$ cat config.mk
export PLATFORM = sky130hd
export DESIGN_NAME = coh_mesi_ctrl
export DESIGN_NICKNAME = d
export VERILOG_FILES = /design/src/rtl/mesi_pkg.sv /design/src/rtl/coh_line_store.sv /design/src/rtl/coh_snoop_resp.sv /design/src/rtl/coh_core_side.sv /design/src/rtl/coh_mesi_ctrl.sv
export SDC_FILE = /design/constraint.sdc
export NUM_CORES = 1
export LEC_CHECK = 0
export ABC_CLOCK_PERIOD_IN_PS = 11600
export BUFFER_PORTS_ARGS = -buffer_cell sky130_fd_sc_hd__buf_4
export CAP_MARGIN = 20
export CORE_ASPECT_RATIO = 0.75
export CORE_UTILIZATION = 63
export DETAILED_ROUTE_END_ITERATION = 6
export GPL_ROUTABILITY_DRIVEN = 0
export GPL_TIMING_DRIVEN = 0
export HOLD_SLACK_MARGIN = 0.06
export PLACE_DENSITY = 0.87
export SKIP_CTS_REPAIR_TIMING = 1
export SYNTH_ARGS = -nofsm -noshare
export SYNTH_HDL_FRONTEND = slang
export SYNTH_HIERARCHICAL = 1
export SYNTH_SLANG_ARGS = --single-unit
$ cat constraint.sdc
create_clock -name clk_i -period 11.6 [get_ports clk_i]
set_clock_uncertainty 0.2 [all_clocks]
set_input_delay 2.32 -clock clk_i [delete_from_list [all_inputs] [get_ports clk_i]]
set_output_delay 2.32 -clock clk_i [all_outputs]
set_load 0.02 [all_outputs]
$ cat src/rtl/mesi_pkg.sv
package mesi_pkg;
  typedef enum logic [1:0] {
    ST_I = 2'd0,
    ST_S = 2'd1,
    ST_E = 2'd2,
    ST_M = 2'd3
  } line_st_e;

  typedef enum logic [2:0] {
    CMD_NONE = 3'd0,
    CMD_RD   = 3'd1,
    CMD_RDX  = 3'd2,
    CMD_INV  = 3'd3,
    CMD_WB   = 3'd4
  } bus_cmd_e;
endpackage

$ cat src/rtl/coh_line_store.sv
module coh_line_store
  import mesi_pkg::*;
#(
  parameter int LINES  = 4,
  parameter int IDX_W  = 2,
  parameter int TAG_W  = 5,
  parameter int LINE_W = 16
) (
  input  logic              clk_i,
  input  logic              rst_ni,
  input  logic              c_we_i,
  input  logic [IDX_W-1:0]  c_idx_i,
  input  line_st_e          c_st_i,
  input  logic [TAG_W-1:0]  c_tag_i,
  input  logic [LINE_W-1:0] c_data_i,
  input  logic              s_we_i,
  input  logic [IDX_W-1:0]  s_idx_i,
  input  line_st_e          s_st_i,
  input  logic [IDX_W-1:0]  a_idx_i,
  output line_st_e          a_st_o,
  output logic [TAG_W-1:0]  a_tag_o,
  output logic [LINE_W-1:0] a_data_o,
  input  logic [IDX_W-1:0]  b_idx_i,
  output line_st_e          b_st_o,
  output logic [TAG_W-1:0]  b_tag_o,
  output logic [LINE_W-1:0] b_data_o
);
  line_st_e          st_arr   [LINES];
  logic [TAG_W-1:0]  tag_arr  [LINES];
  logic [LINE_W-1:0] data_arr [LINES];

  for (genvar g = 0; g < LINES; g++) begin : g_line
    line_st_e          st_q;
    logic [TAG_W-1:0]  tag_q;
    logic [LINE_W-1:0] data_q;

    // snoop port wins; the core side never writes in a snoop cycle
    always_ff @(posedge clk_i or negedge rst_ni) begin
      if (!rst_ni) begin
        st_q   <= ST_I;
        tag_q  <= '0;
        data_q <= '0;
      end else if (s_we_i && s_idx_i == IDX_W'(g)) begin
        st_q <= s_st_i;
      end else if (c_we_i && c_idx_i == IDX_W'(g)) begin
        st_q   <= c_st_i;
        tag_q  <= c_tag_i;
        data_q <= c_data_i;
      end
    end

    assign st_arr[g]   = st_q;
    assign tag_arr[g]  = tag_q;
    assign data_arr[g] = data_q;
  end

  assign a_st_o   = st_arr[a_idx_i];
  assign a_tag_o  = tag_arr[a_idx_i];
  assign a_data_o = data_arr[a_idx_i];
  assign b_st_o   = st_arr[b_idx_i];
  assign b_tag_o  = tag_arr[b_idx_i];
  assign b_data_o = data_arr[b_idx_i];


  store_port_clash_chk: assert property (@(posedge clk_i) disable iff (!rst_ni)
    !(s_we_i && c_we_i));
endmodule

$ cat src/rtl/coh_snoop_resp.sv
module coh_snoop_resp
  import mesi_pkg::*;
#(
  parameter int TAG_W  = 5,
  parameter int LINE_W = 16
) (
  input  logic              clk_i,
  input  logic              rst_ni,
  input  logic              snp_valid_i,
  input  logic [2:0]        snp_cmd_i,
  input  logic [TAG_W-1:0]  snp_tag_i,
  input  line_st_e          line_st_i,
  input  logic [TAG_W-1:0]  line_tag_i,
  input  logic [LINE_W-1:0] line_data_i,
  output logic              shared_o,
  output logic              wb_o,
  output logic [LINE_W-1:0] wdata_o,
  output logic              upd_o,
  output line_st_e          nst_o
);
  logic held;
  assign held = snp_valid_i && line_st_i != ST_I && line_tag_i == snp_tag_i;

  always_comb begin
    shared_o = 1'b0;
    wb_o     = 1'b0;
    upd_o    = 1'b0;
    nst_o    = line_st_i;
    unique case (bus_cmd_e'(snp_cmd_i))
      CMD_RD: begin
        shared_o = held;
        wb_o     = held && line_st_i == ST_M;
        upd_o    = held && line_st_i != ST_S;
        nst_o    = ST_S;
      end
      CMD_RDX, CMD_INV: begin
        wb_o  = held && line_st_i == ST_M;
        upd_o = held;
        nst_o = ST_I;
      end
      default: ;
    endcase
  end

  assign wdata_o = line_data_i;


  snp_wb_ignored_chk: assert property (@(posedge clk_i) disable iff (!rst_ni)
    (snp_valid_i && snp_cmd_i == 3'd4) |-> (!shared_o && !wb_o && !upd_o));


  dirty_read_shares_chk: assert property (@(posedge clk_i) disable iff (!rst_ni)
    (wb_o && snp_cmd_i == 3'd1) |-> shared_o);
endmodule

$ cat src/rtl/coh_core_side.sv
module coh_core_side
  import mesi_pkg::*;
#(
  parameter int DATA_W = 8,
  parameter int WORDS  = 2,
  parameter int IDX_W  = 2,
  parameter int TAG_W  = 5,
  localparam int OFF_W  = $clog2(WORDS),
  localparam int LINE_W = WORDS * DATA_W,
  localparam int LA_W   = TAG_W + IDX_W
) (
  input  logic              clk_i,
  input  logic              rst_ni,
  input  logic              cpu_valid_i,
  input  logic              cpu_we_i,
  input  logic [TAG_W-1:0]  cpu_tag_i,
  input  logic [IDX_W-1:0]  cpu_idx_i,
  input  logic [OFF_W-1:0]  cpu_off_i,
  input  logic [DATA_W-1:0] cpu_wdata_i,
  input  logic              snp_busy_i,
  input  logic              bus_gnt_i,
  input  logic              bus_shared_i,
  input  logic [LINE_W-1:0] bus_rdata_i,
  input  line_st_e          line_st_i,
  input  logic [TAG_W-1:0]  line_tag_i,
  input  logic [LINE_W-1:0] line_data_i,
  output logic [DATA_W-1:0] cpu_rdata_o,
  output logic              cpu_hit_o,
  output logic              cpu_stall_o,
  output logic              bus_req_o,
  output logic [2:0]        bus_cmd_o,
  output logic [LA_W-1:0]   bus_addr_o,
  output logic [LINE_W-1:0] bus_wdata_o,
  output logic              we_o,
  output line_st_e          nst_o,
  output logic [TAG_W-1:0]  ntag_o,
  output logic [LINE_W-1:0] ndata_o
);
  function automatic logic [LINE_W-1:0] put_word(input logic [LINE_W-1:0] l,
                                                 input logic [OFF_W-1:0] o,
                                                 input logic [DATA_W-1:0] d);
    logic [LINE_W-1:0] r;
    r = l;
    for (int w = 0; w < WORDS; w++)
      if (o == OFF_W'(w)) r[w*DATA_W +: DATA_W] = d;
    return r;
  endfunction

  function automatic logic [DATA_W-1:0] get_word(input logic [LINE_W-1:0] l,
                                                 input logic [OFF_W-1:0] o);
    logic [DATA_W-1:0] r;
    r = '0;
    for (int w = 0; w < WORDS; w++)
      if (o == OFF_W'(w)) r = l[w*DATA_W +: DATA_W];
    return r;
  endfunction

  logic     match, rd_hit, wr_fast, need_bus, go, victim, bus_done;
  bus_cmd_e cmd;

  assign match    = line_st_i != ST_I && line_tag_i == cpu_tag_i;
  assign rd_hit   = cpu_valid_i && !cpu_we_i && match;
  assign wr_fast  = cpu_valid_i && cpu_we_i && match &&
                    (line_st_i == ST_M || line_st_i == ST_E);
  assign need_bus = cpu_valid_i && !(rd_hit || wr_fast);
  assign go       = need_bus && bus_gnt_i && !snp_busy_i;
  assign victim   = line_st_i == ST_M && line_tag_i != cpu_tag_i;

  always_comb begin
    cmd         = CMD_NONE;
    bus_addr_o  = {cpu_tag_i, cpu_idx_i};
    we_o        = 1'b0;
    nst_o       = line_st_i;
    ntag_o      = cpu_tag_i;
    ndata_o     = line_data_i;
    cpu_rdata_o = get_word(line_data_i, cpu_off_i);
    bus_done    = 1'b0;
    if (wr_fast && !snp_busy_i) begin
      we_o    = 1'b1;
      nst_o   = ST_M;
      ndata_o = put_word(line_data_i, cpu_off_i, cpu_wdata_i);
    end
    if (go) begin
      we_o = 1'b1;
      if (victim) begin
        // dirty victim leaves first; fill follows on a later grant
        cmd        = CMD_WB;
        bus_addr_o = {line_tag_i, cpu_idx_i};
        nst_o      = ST_I;
        ntag_o     = line_tag_i;
      end else if (match) begin
        cmd      = CMD_INV;
        nst_o    = ST_M;
        ndata_o  = put_word(line_data_i, cpu_off_i, cpu_wdata_i);
        bus_done = 1'b1;
      end else if (cpu_we_i) begin
        cmd      = CMD_RDX;
        nst_o    = ST_M;
        ndata_o  = put_word(bus_rdata_i, cpu_off_i, cpu_wdata_i);
        bus_done = 1'b1;
      end else begin
        cmd         = CMD_RD;
        nst_o       = bus_shared_i ? ST_S : ST_E;
        ndata_o     = bus_rdata_i;
        cpu_rdata_o = get_word(bus_rdata_i, cpu_off_i);
        bus_done    = 1'b1;
      end
    end
  end

  assign bus_cmd_o   = cmd;
  assign bus_wdata_o = line_data_i;
  assign bus_req_o   = need_bus;
  assign cpu_hit_o   = (rd_hit || wr_fast) && !snp_busy_i;
  assign cpu_stall_o = cpu_valid_i && !(cpu_hit_o || bus_done);


  bus_issue_gnt_chk: assert property (@(posedge clk_i) disable iff (!rst_ni)
    (bus_cmd_o != 3'd0) |-> bus_gnt_i);


  no_grant_stall_chk: assert property (@(posedge clk_i) disable iff (!rst_ni)
    (cpu_valid_i && !bus_gnt_i && !cpu_hit_o) |-> cpu_stall_o);


  snoop_blocks_core_chk: assert property (@(posedge clk_i) disable iff (!rst_ni)
    snp_busy_i |-> (!cpu_hit_o && bus_cmd_o == 3'd0));


  hit_quiet_bus_chk: assert property (@(posedge clk_i) disable iff (!rst_ni)
    cpu_hit_o |-> (!bus_req_o && bus_cmd_o == 3'd0 && !cpu_stall_o));
endmodule

$ cat src/rtl/coh_mesi_ctrl.sv
module coh_mesi_ctrl
  import mesi_pkg::*;
#(
  parameter int ADDR_W = 8,
  parameter int DATA_W = 8,
  parameter int LINES  = 4,
  parameter int WORDS  = 2,
  localparam int OFF_W  = $clog2(WORDS),
  localparam int IDX_W  = $clog2(LINES),
  localparam int LA_W   = ADDR_W - OFF_W,
  localparam int TAG_W  = LA_W - IDX_W,
  localparam int LINE_W = WORDS * DATA_W
) (
  input  logic              clk_i,
  input  logic              rst_ni,
  input  logic              cpu_valid_i,
  input  logic              cpu_we_i,
  input  logic [ADDR_W-1:0] cpu_addr_i,
  input  logic [DATA_W-1:0] cpu_wdata_i,
  output logic [DATA_W-1:0] cpu_rdata_o,
  output logic              cpu_hit_o,
  output logic              cpu_stall_o,
  output logic              bus_req_o,
  input  logic              bus_gnt_i,
  output logic [2:0]        bus_cmd_o,
  output logic [LA_W-1:0]   bus_addr_o,
  output logic [LINE_W-1:0] bus_wdata_o,
  input  logic [LINE_W-1:0] bus_rdata_i,
  input  logic              bus_shared_i,
  input  logic              snp_valid_i,
  input  logic [2:0]        snp_cmd_i,
  input  logic [LA_W-1:0]   snp_addr_i,
  output logic              snp_shared_o,
  output logic              snp_wb_o,
  output logic [LINE_W-1:0] snp_wdata_o
);
  logic [OFF_W-1:0]  c_off;
  logic [IDX_W-1:0]  c_idx, s_idx;
  logic [TAG_W-1:0]  c_tag, s_tag;

  assign c_off = cpu_addr_i[OFF_W-1:0];
  assign c_idx = cpu_addr_i[OFF_W +: IDX_W];
  assign c_tag = cpu_addr_i[ADDR_W-1 -: TAG_W];
  assign s_idx = snp_addr_i[IDX_W-1:0];
  assign s_tag = snp_addr_i[LA_W-1 -: TAG_W];

  line_st_e          a_st, b_st, c_nst, s_nst;
  logic [TAG_W-1:0]  a_tag, b_tag, c_ntag;
  logic [LINE_W-1:0] a_data, b_data, c_ndata;
  logic              c_we, s_upd;

  coh_line_store #(
    .LINES(LINES), .IDX_W(IDX_W), .TAG_W(TAG_W), .LINE_W(LINE_W)
  ) u_store (
    .clk_i, .rst_ni,
    .c_we_i(c_we), .c_idx_i(c_idx), .c_st_i(c_nst), .c_tag_i(c_ntag), .c_data_i(c_ndata),
    .s_we_i(s_upd), .s_idx_i(s_idx), .s_st_i(s_nst),
    .a_idx_i(c_idx), .a_st_o(a_st), .a_tag_o(a_tag), .a_data_o(a_data),
    .b_idx_i(s_idx), .b_st_o(b_st), .b_tag_o(b_tag), .b_data_o(b_data)
  );

  coh_core_side #(
    .DATA_W(DATA_W), .WORDS(WORDS), .IDX_W(IDX_W), .TAG_W(TAG_W)
  ) u_core (
    .clk_i, .rst_ni,
    .cpu_valid_i, .cpu_we_i,
    .cpu_tag_i(c_tag), .cpu_idx_i(c_idx), .cpu_off_i(c_off),
    .cpu_wdata_i, .snp_busy_i(snp_valid_i),
    .bus_gnt_i, .bus_shared_i, .bus_rdata_i,
    .line_st_i(a_st), .line_tag_i(a_tag), .line_data_i(a_data),
    .cpu_rdata_o, .cpu_hit_o, .cpu_stall_o,
    .bus_req_o, .bus_cmd_o, .bus_addr_o, .bus_wdata_o,
    .we_o(c_we), .nst_o(c_nst), .ntag_o(c_ntag), .ndata_o(c_ndata)
  );

  coh_snoop_resp #(
    .TAG_W(TAG_W), .LINE_W(LINE_W)
  ) u_snoop (
    .clk_i, .rst_ni,
    .snp_valid_i, .snp_cmd_i, .snp_tag_i(s_tag),
    .line_st_i(b_st), .line_tag_i(b_tag), .line_data_i(b_data),
    .shared_o(snp_shared_o), .wb_o(snp_wb_o), .wdata_o(snp_wdata_o),
    .upd_o(s_upd), .nst_o(s_nst)
  );


  grant_vs_snoop_chk: assert property (@(posedge clk_i) disable iff (!rst_ni)
    !(bus_gnt_i && snp_valid_i));
endmodule

==> results.txt <==
* Number of standard-cell rows in the floorplan: 32
* Critical path launch point: cpu_addr_i[1]
* Final routed wirelength across all metal layers: around 19,000 um
- The number of clock buffers added by TritonCTS is 9.
- Global routing used 11.4% of the available met3 tracks.
- Share of power burned in registers: 37.3%
- Gate count after technology mapping: roughly 520
* Max Slew Vio Count: 0
* CP max stage delay: approximately 0.63 ns
- Worst ir drop on vdd: ~120 uV
* TritonCTS sink count: 92
* Slowest stage cell on the critical path: mux4_2
- The initial antenna violation count came to 0.
* Most instantiated cells after synthesis: dfrtp_1 (92), mux2_2 (65), mux4_2 (50)
- TritonCTS built the clock tree.
* Combined area of the multi-input logic cells: roughly 3800 sq um
* ANT cells: 0
- Insertion delay to the later sink of the worst-skew pair: ~0.35 ns
- In this run the remaining antenna-violating nets after routing total 0.
- Cells with a size suffix above 1 make up between 50% and 60% of the layout.
- Iteration-0 DRC Markers: around 700
- Critical path buffer and inverter count: 4
* WS Path Type: in2out
- Final worst-path cycle share: 70.0%
- Core outline area: about 10,000 sq um
* Largest net degree at the start of global routing: approximately 50
- Slew @ Worst Pin: 0.866 ns
* Share of the yosys chip area belonging to registers: between 30% and 40%
- In this run switching power makes up 33.8% of total power.
* Area Overhead vs Synth: 18.9%
* Overall fraction of global-route tracks in use: 36.0%
- Library cell with the highest instance count after synthesis: dfrtp_1
- Summing all flip-flop and latch instances after layout gives ~2300 sq um.
* Cells along the critical path: buf_4 > buf_2 > buf_2 > mux4_2 > xnor2_1 > nand3_1 > nor2_2 > nor3_4 > mux4_1 > buf_4
- Leakage power figure: roughly 3.8 nW
* Leading post-synthesis cells by cell area: dfrtp_1 (34%), mux4_2 (17%), mux2_2 (11%), buf_4 (4.7%), mux2_4 (4.5%)
- For this run, the post-layout net count is between 600 and 700.
- Each instance of the synthesized netlist takes up on average 12.9 sq um.
* Number of max-cap violations: 0
* DR vias: 5,432
- Internal power comes to ~750 uW.
- Kind of cell adding the most delay to the critical path: multiplexers
- Clock tree buffer depth: 2
- Summed over all failing endpoints, the final setup total negative slack is 0 ns.
* Vert. Die Dim: between 90 and 100 um
* Worst hold start: u_store/g_line[3].data_q[6]$_DFFE_PN0P_
* Clock-pin transition on the worst setup and hold timing paths: approximately 0.070 ns
- Of all nets on the critical path, the largest fanout is 10.
* Number of port buffers: around 100
- In this run, synthesis inferred 0 flip-flops with an integrated enable.
* Remaining DRCs: 6
- The HPWL after detailed placement is about 14,000 um.
- Net count after synthesis: between 500 and 600
- The H-tree generated during clock tree synthesis spans 3 levels.
- Worst setup EP type: output pin
* Ports placed on the boundary: between 100 and 150
- Via count of the first global-routing pass: ~5,300
* Setup repair after global routing missed its margin: false
- The layer flagged by global routing as most heavily used is met2.
* RR Startpoint: u_store/g_line[3].tag_q[3]$_DFFE_PN0P_
* Data arrival time of the worst path: 5.60 ns
* Launching element type of the critical path: primary input
* Die Area: 11,100 sq um
- The share of total power dissipated in combinational logic is a little under two fifths.
* Final-layout fill cell count: about 650
* Worst-case headroom to the max-slew limit: between 40 and 50%
- Counting flops with an async set or reset pin after synthesis yields a share of 100%.
- Synth area leader: dfrtp_1
* Type of the tightest min-delay check: reg2reg
* Power per cell area: around 140 nW/um^2
- Status: complete, but fails checks
- Post-Syn Area: about 6700 sq um
- The clock network accounts for 25.6% of the total power.
* Buffer type at the clock tree root: clkbuf_16
* Per-cell via count in the routed design: roughly 7.0
* Wire length per cell after detailed routing: 24.5 um
- For this configuration, the core starts out at a cell density of roughly two thirds.
* Overall power: around 1.1 mW
* Post-synthesis sequential element count: 92
- The checks that failed: DRC.
- Required time worst endpoint: roughly 9.1 ns
* X dimension of the die: between 100 and 150 um
* Met2 demand-to-capacity share in global routing: between 50 and 60%
* Total global routing overflow: 0
- Post-layout minimum cycle time: 8.12 ns
- For this design the total switching power over the nets is between 300 and 400 uW.
* Top-area cell type share of the netlist area: approximately 34%
* Dominant register cell in the synthesized netlist: dfrtp_1
* Final Hold Violating Endpoints: 0
* GRT met1 Usage: between 40% and 50%
- First-pass detailed-route iteration total: 7
- Wire length of the first global-routing pass: between 20,000 and 30,000 um
* Number of synthesis warnings: 6
* Maximum achievable frequency: 123 MHz
- After synthesis, the netlist uses a little over 60 different library cells.
* Final setup violating endpoints: 0
==> worst reg2reg max path, stage by stage (launching register included) <==
cell      delay (ns)
dfrtp_1         0.39
mux4_2          0.51
xnor2_1         0.17
and3_1          0.22
buf_2           0.16
buf_2           0.21
nand3_1         0.20
nand4b_1        0.20
o21ai_0         0.26
nand3b_1        0.29
nor2b_2         0.30
buf_6           0.23
mux2_2          0.36
==> registers in the layout (all words and copies together) (netlist names) <==
register and flops:
u_store/g_line.data_q 64, u_store/g_line.st_q 8, u_store/g_line.tag_q 20
==> placed cells by master (no fill, tap or decap), types with 9 or more instances in the layout <==
cell,n
a21oi_1,20
a221o_1,16
and3_1,11
buf_2,11
buf_4,145
clkbuf_16,9
dfrtp_1,92
inv_1,10
mux2_2,65
mux2_4,20
mux2i_1,17
mux4_2,50
nand3_1,15
nor2_1,17
==> kinds of logic after synthesis <==
kind of cell	synth area share (%)
xor gates and xnor gates	1.56
DFF	34.3
AOI/OAI and AO/OA	8.74
buffers and inverters	8.85
and+or+nand+nor	9.67
muxes	36.9
==> final cells by class <==
| cell class | count | share of cell area [%] |
|---|---|---|
| inverters | 11 | 0.517 |
| plain buffers | 74 | 6.93 |
| multi-input cells | 344 | 47.8 |
| clock inverters | 6 | 0.721 |
| repair buffers | 104 | 10.0 |
| clock buffers | 10 | 2.99 |
| flip-flops and latches | 92 | 28.8 |
| well taps | 136 | 2.13 |
==> through the flow <==
| step | instances | setup slack, ns | utilization, % | cell area, sq um | hold WS, ns |
|---|---|---|---|---|---|
| floorplan | 521 | 4.23 | - | 6720 | 0.270 |
| global placement | 760 | 3.59 | 74.2 | 7660 | 0.282 |
| detailed placement | 761 | 3.52 | 74.4 | 7690 | 0.298 |
| CTS | 777 | 3.50 | 77.3 | 7980 | 0.319 |
| global route | 777 | 3.32 | 77.3 | 7980 | 0.340 |
| finish | 777 | 3.48 | 77.3 | 7980 | 0.324 |
==> worst paths after layout <==
path	to	slack, ns	cells past startpoint
min	u_store/g_line[3].data_q[6]$_DFFE_PN0P_	0.32	1
max	cpu_rdata_o[7]	3.48	10
max in group asynchronous	u_store/g_line[0].data_q[8]$_DFFE_PN0P_	8.78	2
max reg2reg	u_store/g_line[2].data_q[2]$_DFFE_PN0P_	7.75	12
min in group asynchronous	u_store/g_line[1].data_q[6]$_DFFE_PN0P_	1.78	1
min reg2reg	u_store/g_line[3].data_q[6]$_DFFE_PN0P_	0.32	1
==> layer usage <==
| layer | vias to the layer above | routed length (um) |
|---|---|---|
| met2 | 384 | 8540 |
| li1 | 2237 | - |
| met5 | - | 0 |
| met3 | 101 | 2300 |
| met4 | 0 | 756 |
| met1 | 2710 | 7430 |
==> power groups by stage <==
stage               clock network [mW]  registers, mW  logic (mW)
global route                     0.305          0.428       0.442
global placement                     0          0.418       0.400
floorplan                            0          0.410       0.291
CTS                              0.291          0.420       0.415
finish                           0.290          0.423       0.420
detailed placement                   0          0.426       0.412
No activity file was read; power rests on OpenSTA's default activity.
